===== config.mk =====
export PLATFORM = sky130hd
export DESIGN_NAME = lbspi_master
export DESIGN_NICKNAME = d
export VERILOG_FILES = /design/src/rtl/lbspi_pkg.sv /design/src/rtl/lbspi_fifo.sv /design/src/rtl/lbspi_engine.sv /design/src/rtl/lbspi_master.sv
export SDC_FILE = /design/constraint.sdc
export NUM_CORES = 2
export LEC_CHECK = 0
export BUFFER_PORTS_ARGS = -buffer_cell sky130_fd_sc_hd__buf_2
export CAP_MARGIN = 30
export CELL_PAD_IN_SITES_DETAIL_PLACEMENT = 1
export CELL_PAD_IN_SITES_GLOBAL_PLACEMENT = 2
export CORE_UTILIZATION = 51
export DETAILED_ROUTE_END_ITERATION = 16
export PLACE_DENSITY = 0.82
export SLEW_MARGIN = 20
export SYNTH_ARGS = -nofsm -noshare
export SYNTH_HDL_FRONTEND = slang
export SYNTH_SLANG_ARGS = --single-unit
export TNS_END_PERCENT = 50

===== constraint.sdc =====
create_clock -name clk_i -period 5.4 [get_ports clk_i]
set_input_delay 0.81 -clock clk_i [delete_from_list [all_inputs] [get_ports clk_i]]
set_output_delay 0.81 -clock clk_i [all_outputs]
set_load 0.02 [all_outputs]

===== src/rtl/lbspi_pkg.sv =====
`timescale 1ns/1ps
package lbspi_pkg;
  localparam int unsigned WORD_W = 32;

  typedef enum logic [2:0] {
    A_CTRL   = 3'd0,
    A_STAT   = 3'd1,
    A_LEVEL  = 3'd2,
    A_TXDATA = 3'd3,
    A_RXDATA = 3'd4
  } reg_addr_e;

  localparam int unsigned CTRL_START_BIT = 16;
  localparam int unsigned CTRL_LOOP_BIT  = 17;
  localparam int unsigned CTRL_IRQEN_BIT = 18;

  localparam int unsigned STAT_DONE_BIT   = 0;
  localparam int unsigned STAT_OVR_BIT    = 1;
  localparam int unsigned STAT_TXFULL_BIT = 2;
  localparam int unsigned STAT_RXAVL_BIT  = 3;

  localparam int unsigned LVL_RX_LSB = 16;

  typedef enum logic [1:0] {
    ST_IDLE,
    ST_FETCH,
    ST_LOW,
    ST_HIGH
  } eng_state_e;
endpackage


===== src/rtl/lbspi_fifo.sv =====
`timescale 1ns/1ps
module lbspi_fifo #(
  parameter  int unsigned WIDTH = 32,
  parameter  int unsigned DEPTH = 64,
  localparam int unsigned PTR_W = $clog2(DEPTH),
  localparam int unsigned CNT_W = $clog2(DEPTH + 1)
) (
  input  logic             clk_i,
  input  logic             rst_ni,
  input  logic             push_i,
  input  logic [WIDTH-1:0] wdata_i,
  input  logic             pop_i,
  output logic [WIDTH-1:0] rdata_o,
  output logic             full_o,
  output logic             empty_o,
  output logic [CNT_W-1:0] count_o
);
  logic [WIDTH-1:0] mem_q [DEPTH];
  logic [PTR_W-1:0] wr_ptr_q, rd_ptr_q;
  logic [CNT_W-1:0] cnt_q;
  logic             do_push, do_pop;

  assign full_o  = (cnt_q == CNT_W'(DEPTH));
  assign empty_o = (cnt_q == '0);
  assign count_o = cnt_q;
  assign rdata_o = mem_q[rd_ptr_q];
  assign do_push = push_i && !full_o;
  assign do_pop  = pop_i && !empty_o;

  function automatic logic [PTR_W-1:0] ptr_inc(input logic [PTR_W-1:0] p);
    return (p == PTR_W'(DEPTH - 1)) ? '0 : p + PTR_W'(1);
  endfunction

  always_ff @(posedge clk_i) begin
    if (do_push) mem_q[wr_ptr_q] <= wdata_i;
  end

  always_ff @(posedge clk_i or negedge rst_ni) begin
    if (!rst_ni) begin
      wr_ptr_q <= '0;
      rd_ptr_q <= '0;
      cnt_q    <= '0;
    end else begin
      if (do_push) wr_ptr_q <= ptr_inc(wr_ptr_q);
      if (do_pop)  rd_ptr_q <= ptr_inc(rd_ptr_q);
      unique case ({do_push, do_pop})
        2'b10:   cnt_q <= cnt_q + CNT_W'(1);
        2'b01:   cnt_q <= cnt_q - CNT_W'(1);
        default: cnt_q <= cnt_q;
      endcase
    end
  end


  full_push_drop_chk: assert property (@(posedge clk_i) disable iff (!rst_ni)
    (full_o && push_i && !pop_i) |=> (count_o == CNT_W'(DEPTH)));


  count_bound_chk: assert property (@(posedge clk_i) disable iff (!rst_ni)
    count_o <= CNT_W'(DEPTH));
endmodule


===== src/rtl/lbspi_engine.sv =====
`timescale 1ns/1ps
module lbspi_engine
  import lbspi_pkg::*;
#(
  parameter  int unsigned LEN_W  = 11,
  localparam int unsigned BITS_W = LEN_W + 1
) (
  input  logic              clk_i,
  input  logic              rst_ni,
  input  logic              start_i,
  input  logic [LEN_W-1:0]  len_i,
  input  logic              loopback_i,
  input  logic              miso_i,
  input  logic              tx_empty_i,
  input  logic [WORD_W-1:0] tx_word_i,
  output logic              tx_pop_o,
  output logic              rx_push_o,
  output logic [WORD_W-1:0] rx_word_o,
  output logic              done_o,
  output logic              busy_o,
  output logic              sclk_o,
  output logic              mosi_o,
  output logic              cs_no
);
  eng_state_e        state_q;
  logic [WORD_W-1:0] tx_sr_q, rx_sr_q;
  logic [5:0]        wbits_q, word_bits;
  logic [BITS_W-1:0] rem_q, nbits;
  logic              miso_eff;

  assign nbits = {1'b0, len_i} + BITS_W'(1);
  // remaining bits mod 32 sizes the next word: only the first one can be short
  assign word_bits = (rem_q[4:0] == 5'd0) ? 6'd32 : {1'b0, rem_q[4:0]};
  assign miso_eff  = loopback_i ? tx_sr_q[WORD_W-1] : miso_i;

  assign tx_pop_o  = (state_q == ST_FETCH) && !tx_empty_i;
  assign rx_push_o = (state_q == ST_HIGH) && (wbits_q == 6'd1);
  assign rx_word_o = rx_sr_q;
  assign done_o    = (state_q == ST_HIGH) && (rem_q == BITS_W'(1));
  assign busy_o    = (state_q != ST_IDLE);
  assign sclk_o    = (state_q == ST_HIGH);
  assign cs_no     = (state_q == ST_IDLE);
  assign mosi_o    = tx_sr_q[WORD_W-1];

  always_ff @(posedge clk_i or negedge rst_ni) begin
    if (!rst_ni) begin
      state_q <= ST_IDLE;
      tx_sr_q <= '0;
      rx_sr_q <= '0;
      wbits_q <= '0;
      rem_q   <= '0;
    end else begin
      unique case (state_q)
        ST_IDLE: begin
          if (start_i) begin
            rem_q   <= nbits;
            state_q <= ST_FETCH;
          end
        end
        ST_FETCH: begin
          if (!tx_empty_i) begin
            tx_sr_q <= tx_word_i << (6'd32 - word_bits);
            rx_sr_q <= '0;
            wbits_q <= word_bits;
            state_q <= ST_LOW;
          end
        end
        ST_LOW: begin
          rx_sr_q <= {rx_sr_q[WORD_W-2:0], miso_eff};
          state_q <= ST_HIGH;
        end
        ST_HIGH: begin
          tx_sr_q <= {tx_sr_q[WORD_W-2:0], 1'b0};
          wbits_q <= wbits_q - 6'd1;
          rem_q   <= rem_q - BITS_W'(1);
          if (rem_q == BITS_W'(1))  state_q <= ST_IDLE;
          else if (wbits_q == 6'd1) state_q <= ST_FETCH;
          else                      state_q <= ST_LOW;
        end
        default: state_q <= ST_IDLE;
      endcase
    end
  end


  mosi_mode0_chk: assert property (@(posedge clk_i) disable iff (!rst_ni)
    !$stable(mosi_o) |-> !sclk_o);


  cs_release_end_chk: assert property (@(posedge clk_i) disable iff (!rst_ni)
    $rose(cs_no) |-> $past(done_o));


  sclk_under_cs_chk: assert property (@(posedge clk_i) disable iff (!rst_ni)
    sclk_o |-> !cs_no);
endmodule


===== src/rtl/lbspi_master.sv =====
`timescale 1ns/1ps
module lbspi_master
  import lbspi_pkg::*;
#(
  parameter  int unsigned LEN_W      = 11,
  parameter  int unsigned FIFO_DEPTH = 64,
  localparam int unsigned CNT_W      = $clog2(FIFO_DEPTH + 1)
) (
  input  logic        clk_i,
  input  logic        rst_ni,
  input  logic [2:0]  reg_addr_i,
  input  logic        reg_we_i,
  input  logic [31:0] reg_wdata_i,
  input  logic        reg_re_i,
  output logic [31:0] reg_rdata_o,
  output logic        sclk_o,
  output logic        mosi_o,
  input  logic        miso_i,
  output logic        cs_no,
  output logic        irq_o
);
  logic [LEN_W-1:0]  len_q;
  logic              loop_q, irqen_q, done_q, ovr_q;
  logic              ctrl_wr, stat_wr, eng_start, eng_done, eng_busy;
  logic              tx_push, tx_pop, tx_full, tx_empty;
  logic              rx_push, rx_pop, rx_full, rx_empty;
  logic [WORD_W-1:0] tx_word, rx_word, rx_head;
  logic [CNT_W-1:0]  tx_cnt, rx_cnt;

  assign ctrl_wr   = reg_we_i && (reg_addr_i == A_CTRL) && !eng_busy;
  assign stat_wr   = reg_we_i && (reg_addr_i == A_STAT);
  assign eng_start = ctrl_wr && reg_wdata_i[CTRL_START_BIT];
  assign tx_push   = reg_we_i && (reg_addr_i == A_TXDATA);
  assign rx_pop    = reg_re_i && (reg_addr_i == A_RXDATA);

  lbspi_fifo #(.WIDTH(WORD_W), .DEPTH(FIFO_DEPTH)) u_tx_fifo (
    .clk_i   (clk_i),
    .rst_ni  (rst_ni),
    .push_i  (tx_push),
    .wdata_i (reg_wdata_i),
    .pop_i   (tx_pop),
    .rdata_o (tx_word),
    .full_o  (tx_full),
    .empty_o (tx_empty),
    .count_o (tx_cnt)
  );

  lbspi_fifo #(.WIDTH(WORD_W), .DEPTH(FIFO_DEPTH)) u_rx_fifo (
    .clk_i   (clk_i),
    .rst_ni  (rst_ni),
    .push_i  (rx_push),
    .wdata_i (rx_word),
    .pop_i   (rx_pop),
    .rdata_o (rx_head),
    .full_o  (rx_full),
    .empty_o (rx_empty),
    .count_o (rx_cnt)
  );

  lbspi_engine #(.LEN_W(LEN_W)) u_engine (
    .clk_i      (clk_i),
    .rst_ni     (rst_ni),
    .start_i    (eng_start),
    .len_i      (reg_wdata_i[LEN_W-1:0]),
    .loopback_i (loop_q),
    .miso_i     (miso_i),
    .tx_empty_i (tx_empty),
    .tx_word_i  (tx_word),
    .tx_pop_o   (tx_pop),
    .rx_push_o  (rx_push),
    .rx_word_o  (rx_word),
    .done_o     (eng_done),
    .busy_o     (eng_busy),
    .sclk_o     (sclk_o),
    .mosi_o     (mosi_o),
    .cs_no      (cs_no)
  );

  always_ff @(posedge clk_i or negedge rst_ni) begin
    if (!rst_ni) begin
      len_q   <= '0;
      loop_q  <= 1'b0;
      irqen_q <= 1'b0;
      done_q  <= 1'b0;
      ovr_q   <= 1'b0;
    end else begin
      if (ctrl_wr) begin
        len_q   <= reg_wdata_i[LEN_W-1:0];
        loop_q  <= reg_wdata_i[CTRL_LOOP_BIT];
        irqen_q <= reg_wdata_i[CTRL_IRQEN_BIT];
      end
      // completion beats a coincident clear
      if (eng_done)                                  done_q <= 1'b1;
      else if (stat_wr && reg_wdata_i[STAT_DONE_BIT]) done_q <= 1'b0;
      if (rx_push && rx_full)                        ovr_q  <= 1'b1;
      else if (stat_wr && reg_wdata_i[STAT_OVR_BIT])  ovr_q  <= 1'b0;
    end
  end

  assign irq_o = done_q && irqen_q;

  always_comb begin
    reg_rdata_o = '0;
    unique case (reg_addr_e'(reg_addr_i))
      A_CTRL: begin
        reg_rdata_o[LEN_W-1:0]      = len_q;
        reg_rdata_o[CTRL_START_BIT] = eng_busy;
        reg_rdata_o[CTRL_LOOP_BIT]  = loop_q;
        reg_rdata_o[CTRL_IRQEN_BIT] = irqen_q;
      end
      A_STAT: begin
        reg_rdata_o[STAT_DONE_BIT]   = done_q;
        reg_rdata_o[STAT_OVR_BIT]    = ovr_q;
        reg_rdata_o[STAT_TXFULL_BIT] = tx_full;
        reg_rdata_o[STAT_RXAVL_BIT]  = !rx_empty;
      end
      A_LEVEL: begin
        reg_rdata_o[CNT_W-1:0]                   = tx_cnt;
        reg_rdata_o[LVL_RX_LSB+CNT_W-1:LVL_RX_LSB] = rx_cnt;
      end
      A_RXDATA: reg_rdata_o = rx_head;
      default:  reg_rdata_o = '0;
    endcase
  end


  done_sets_chk: assert property (@(posedge clk_i) disable iff (!rst_ni)
    eng_done |=> (done_q && !eng_busy));


  irq_on_done_chk: assert property (@(posedge clk_i) disable iff (!rst_ni)
    (eng_done && irqen_q) |=> irq_o);


  done_clear_chk: assert property (@(posedge clk_i) disable iff (!rst_ni)
    (stat_wr && reg_wdata_i[STAT_DONE_BIT] && !eng_done) |=> !done_q);


  ovr_set_chk: assert property (@(posedge clk_i) disable iff (!rst_ni)
    (rx_push && rx_full) |=> ovr_q);


  ctrl_locked_chk: assert property (@(posedge clk_i) disable iff (!rst_ni)
    eng_busy |=> ($stable(loop_q) && $stable(len_q) && $stable(irqen_q)));
endmodule


==> summary.md <==
| Metric | Value |
|---|---|
| List of cells traversed by the critical path | buf_4 -> buf_12 -> mux4_2 -> mux4_2 -> mux4_2 -> a21oi_1 -> nor2_1 -> buf_2 |
| Cell Area, Synth | 166,000 um^2 |
| Clock group share of total power | 30.7% |
| Fmax | 186 MHz |
| Cells taking the most area after synthesis | sky130_fd_sc_hd__edfxtp_1, sky130_fd_sc_hd__mux4_2, sky130_fd_sc_hd__mux2i_1 |
| Hold Path Stages | 3 |
| Worst slack at placement | 0.00880 ns |
| Number of synthesized register bits | 4,233 |
| Largest area contributor in the synthesized netlist | sky130_fd_sc_hd__edfxtp_1 |
| Number of remaining DRC errors | 0 |
| Site row count | 208 |
| Critical Path End Type | output port |
| Starting density of the core | 51.4% |
| Lkg Pwr | 60.1 nW |
| Distinct cell type count after synthesis | 77 |
| Origin of the worst min-delay path | reg_wdata_i[7] |
| Post-detailed-routing wire length | 524,000 um |
| Area growth, synth to finish | 14.3% |
| Top flip-flop cell by instance count after synthesis | sky130_fd_sc_hd__edfxtp_1 |
| Num CTS Buffers | 418 |
| Fraction of final layout cells with drive strength greater than 1 | 28.4% |
| Final routed wire length divided by cell count | 40.2 um |
| Number of levels in the clock H-tree | 5 |
| Antenna violation net count after detailed routing | 0 |
| Hold violation count in the final report | 0 |
| CTS root buf | sky130_fd_sc_hd__clkbuf_16 |
| Cells after Synth | 7,822 |
| Drt first pass iters | 7 |
| Sequential Power Share | 41.1% |
| Share of synthesized area occupied by flip-flops and latches | 76.3% |
| Startpoint of the lowest-slack register-to-register path | u_tx_fifo.rd_ptr_q[1] |
| Required time of the worst setup path | 4.59 ns |
| Final HPWL DP | 306,000 um |
| Setup repair after global routing missed its margin | false |
| Power density of the placed cells | 507 nW/um^2 |
| Reg-to-Reg End | u_engine.tx_sr_q[30] |
| CTS Buffer Depth | 4 |
| Startpoint types | flop |
| Vias in the first global route | 91,885 |
| Internal power of the cells | 0.0654 W |
| Max-cap violation count | 0 |
| Pin count of the biggest net entering global routing | 97 |
| Worst path slowest cell | sky130_fd_sc_hd__mux4_2 |
| Final net count | 8,425 |
| Final period utilization | 99.4% |
| Hold EP | u_engine.rem_q[7] |
| Global-route wire length before repair | 722,000 um |
| Iteration-0 DRC Markers | 14,309 |
| Clock network latency to the later pin of the worst-skew pair | 1.00 ns |
| Crit path setup slack, layout | 0.0309 ns |
| Fin crit period | 5.37 ns |
| Number of sinks handled by clock tree synthesis | 4,233 |
| Area of the die | 327,000 um^2 |
| Antenna violations before repair | 44 |
| Drt via density | 6.93 |
| Io pins | 76 |
| Routability Congestion | 0.916 |
| Horizontal die dimension | 572 um |
| Remaining max-slew budget at the tightest pin | 23.6% |
| Result of the run | finished clean |
| Syn. warnings | 0 |
| TritonCTS clock tree | yes |
| R2R setup slack | 0.19 ns |
| Final count of pins violating max slew | 0 |
| Sw frac | 31.9% |
| Most frequent standard cell in the layout excluding fill and tap cells | sky130_fd_sc_hd__edfxtp_1 |
| Share of Yosys cell area claimed by the top area cell type | 74.2% |
| Post-route setup TNS | 0 ns |
| Via count | 90,268 |
| Length in cells of the worst reg-to-reg path | 12 |
| Die height | 572 um |
| Post-synth ARST share | 3.24% |
| Floorplan Core Area | 322,000 um^2 |
| GR Util All Layers | 31.9% |
| Post-Synthesis Mean Instance Area | 21.2 um^2 |
| Setup-failing EPs final | 0 |
| Largest fanout on the critical path | 61 |
| Net count after synthesis | 7,880 |
| Worst clock skew on the final layout | 0.0824 ns |
| Number of buffers inserted by port buffering | 75 |
| Worst EP arrival | 4.56 ns |
| Worst setup path class | flop to output port |
| Part of the total power dissipated in combinational logic | 28.2% |
| Number of flops mapped to enable cells by yosys | 4,096 |
| Type of the worst min-delay path | primary input to flop |
| Finished Core Util | 58.8% |
| Grt ovf | 0 |
| Delay of the slowest cell on the worst path | 0.61 ns |
| Slew of the pin with the lowest slew margin | 1.13 ns |
| Worst VDD drop | 0.343 mV |
| Critical Path Most Common Cell | sky130_fd_sc_hd__mux4_2 |
| Most frequent cells in the layout | sky130_fd_sc_hd__edfxtp_1, sky130_fd_sc_hd__mux4_2, sky130_fd_sc_hd__clkbuf_16 |
| Sw power | 0.0307 W |
| Clock edge transition at the registers on the reported setup and hold paths | 0.06 ns |
==> synth_stat cells, types with 16 or more instances <==
cell                       instances
sky130_fd_sc_hd__nor2b_1          47
sky130_fd_sc_hd__o221ai_1         16
sky130_fd_sc_hd__and2_1           20
sky130_fd_sc_hd__clkbuf_1        209
sky130_fd_sc_hd__inv_1            17
sky130_fd_sc_hd__xnor2_1          25
sky130_fd_sc_hd__a31oi_1          22
sky130_fd_sc_hd__buf_1            76
sky130_fd_sc_hd__buf_4            56
sky130_fd_sc_hd__a22oi_1         167
sky130_fd_sc_hd__nand4_1          25
sky130_fd_sc_hd__nand3_1         110
sky130_fd_sc_hd__dfrtp_1         137
sky130_fd_sc_hd__o21ai_0         129
sky130_fd_sc_hd__buf_2            84
sky130_fd_sc_hd__mux4_2         1035
sky130_fd_sc_hd__mux2_2           50
sky130_fd_sc_hd__mux2i_1         386
sky130_fd_sc_hd__and3_1           23
sky130_fd_sc_hd__nor3_1           47
sky130_fd_sc_hd__nand2b_1         16
sky130_fd_sc_hd__a211oi_1         31
sky130_fd_sc_hd__edfxtp_1       4096
sky130_fd_sc_hd__o22ai_1          42
sky130_fd_sc_hd__buf_6            21
sky130_fd_sc_hd__ha_1             18
sky130_fd_sc_hd__a22o_1           21
sky130_fd_sc_hd__nand2_1         262
sky130_fd_sc_hd__a21oi_1         104
sky130_fd_sc_hd__nor2_1          308
sky130_fd_sc_hd__a221oi_1         25
==> layer usage <==
layer	global-route usage, %	vias to the layer above	share of wire, %
li1	-	33848	-
met1	44.4	48015	37
met2	49.0	7154	46
met3	8.14	1237	13
met4	11.8	14	4.3
met5	0	-	0.020
==> critical path: cells and delay by family, from the launching register on <==
family                 cells  cell delay (ns)
AO/OA/AOI/OAI              1             0.42
AND/OR/NAND/NOR            1             0.12
multiplexers               3             1.72
flip-flops                 1             0.46
buffers and inverters      3             0.77
==> logic make-up (layout without fill, tap and decap cells) <==
| kind of cell | Yosys count | count (layout) | synth area share (%) |
|---|---|---|---|
| adders and majority gates | 18 | 18 | 0.136 |
| muxes | 1471 | 1471 | 16.7 |
| xor gates and xnor gates | 40 | 40 | 0.211 |
| buffers and inverters | 469 | 1360 | 1.35 |
| DFF | 4233 | 4233 | 76.3 |
| and+or+nand+nor | 913 | 913 | 2.50 |
| AOI/OAI and AO/OA | 678 | 678 | 2.79 |
| other | 0 | 15 | 0 |
==> what timing repair did <==
action,CTS,global route
hold buffers,1,0
endpoints found under the setup margin,17,3
hold endpoints to repair,59,0
buffers inserted,9,1
resized for setup,1,2
==> registers in the layout, indices dropped and copies added (netlist names), 7 cells and up <==
name and cells:
u_engine.tx_sr_q 32, u_tx_fifo.mem_q 2048, u_engine.rx_word_o 32, u_rx_fifo.count_o 7, len_q 11, u_rx_fifo.mem_q 2048
u_engine.rem_q 12, u_tx_fifo.count_o 7
==> final cells by class <==
cell class | instances | area [um^2]
fill | 27069 | 133000
sequential | 4233 | 127000
multi-input combinational | 3120 | 38100
clock buffer | 522 | 11100
timing repair buffer | 571 | 5590
tap | 4305 | 5390
clock inverter | 244 | 2560
inverter | 23 | 86.3
antenna | 15 | 37.5
==> power groups by stage <==
stage / Combinational (W) / Clock [W] / Sequential, W
after CTS: 0.0264 / 0.0297 / 0.0395
after global routing: 0.0279 / 0.0307 / 0.0396
final: 0.0271 / 0.0295 / 0.0395
after floorplan: 0.0162 / 0 / 0.0394
after global placement: 0.0251 / 0 / 0.0403
after detailed placement: 0.0258 / 0 / 0.0403
==> per-stage QoR <==
stage	cell area [um^2]	total power [W]	instances	hold WS [ns]
final	189000	0.0961	13033	0.242
after CTS	189000	0.0956	13007	0.212
after detailed placement	175000	0.0661	12231	0.476
after global placement	175000	0.0654	12216	0.460
after floorplan	166000	0.0555	7822	0.443
after global routing	189000	0.0982	13024	0.270
==> worst max-delay path by stage <==
| stage | from | endpoint | slack, ns |
|---|---|---|---|
| floorplan | u_engine.rem_q[0] | u_engine.tx_sr_q[25] | 0.88 |
| global placement | u_tx_fifo.rd_ptr_q[1] | u_engine.tx_sr_q[30] | 0.06 |
| detailed placement | u_tx_fifo.rd_ptr_q[1] | u_engine.tx_sr_q[30] | 0.009 |
| CTS | u_rx_fifo.rd_ptr_q[0] | reg_rdata_o[3] | 0.03 |
| global route | u_rx_fifo.rd_ptr_q[0] | reg_rdata_o[18] | 0.007 |
| finish | u_rx_fifo.rd_ptr_q[0] | reg_rdata_o[18] | 0.03 |
(Power assumes the default switching activity.)
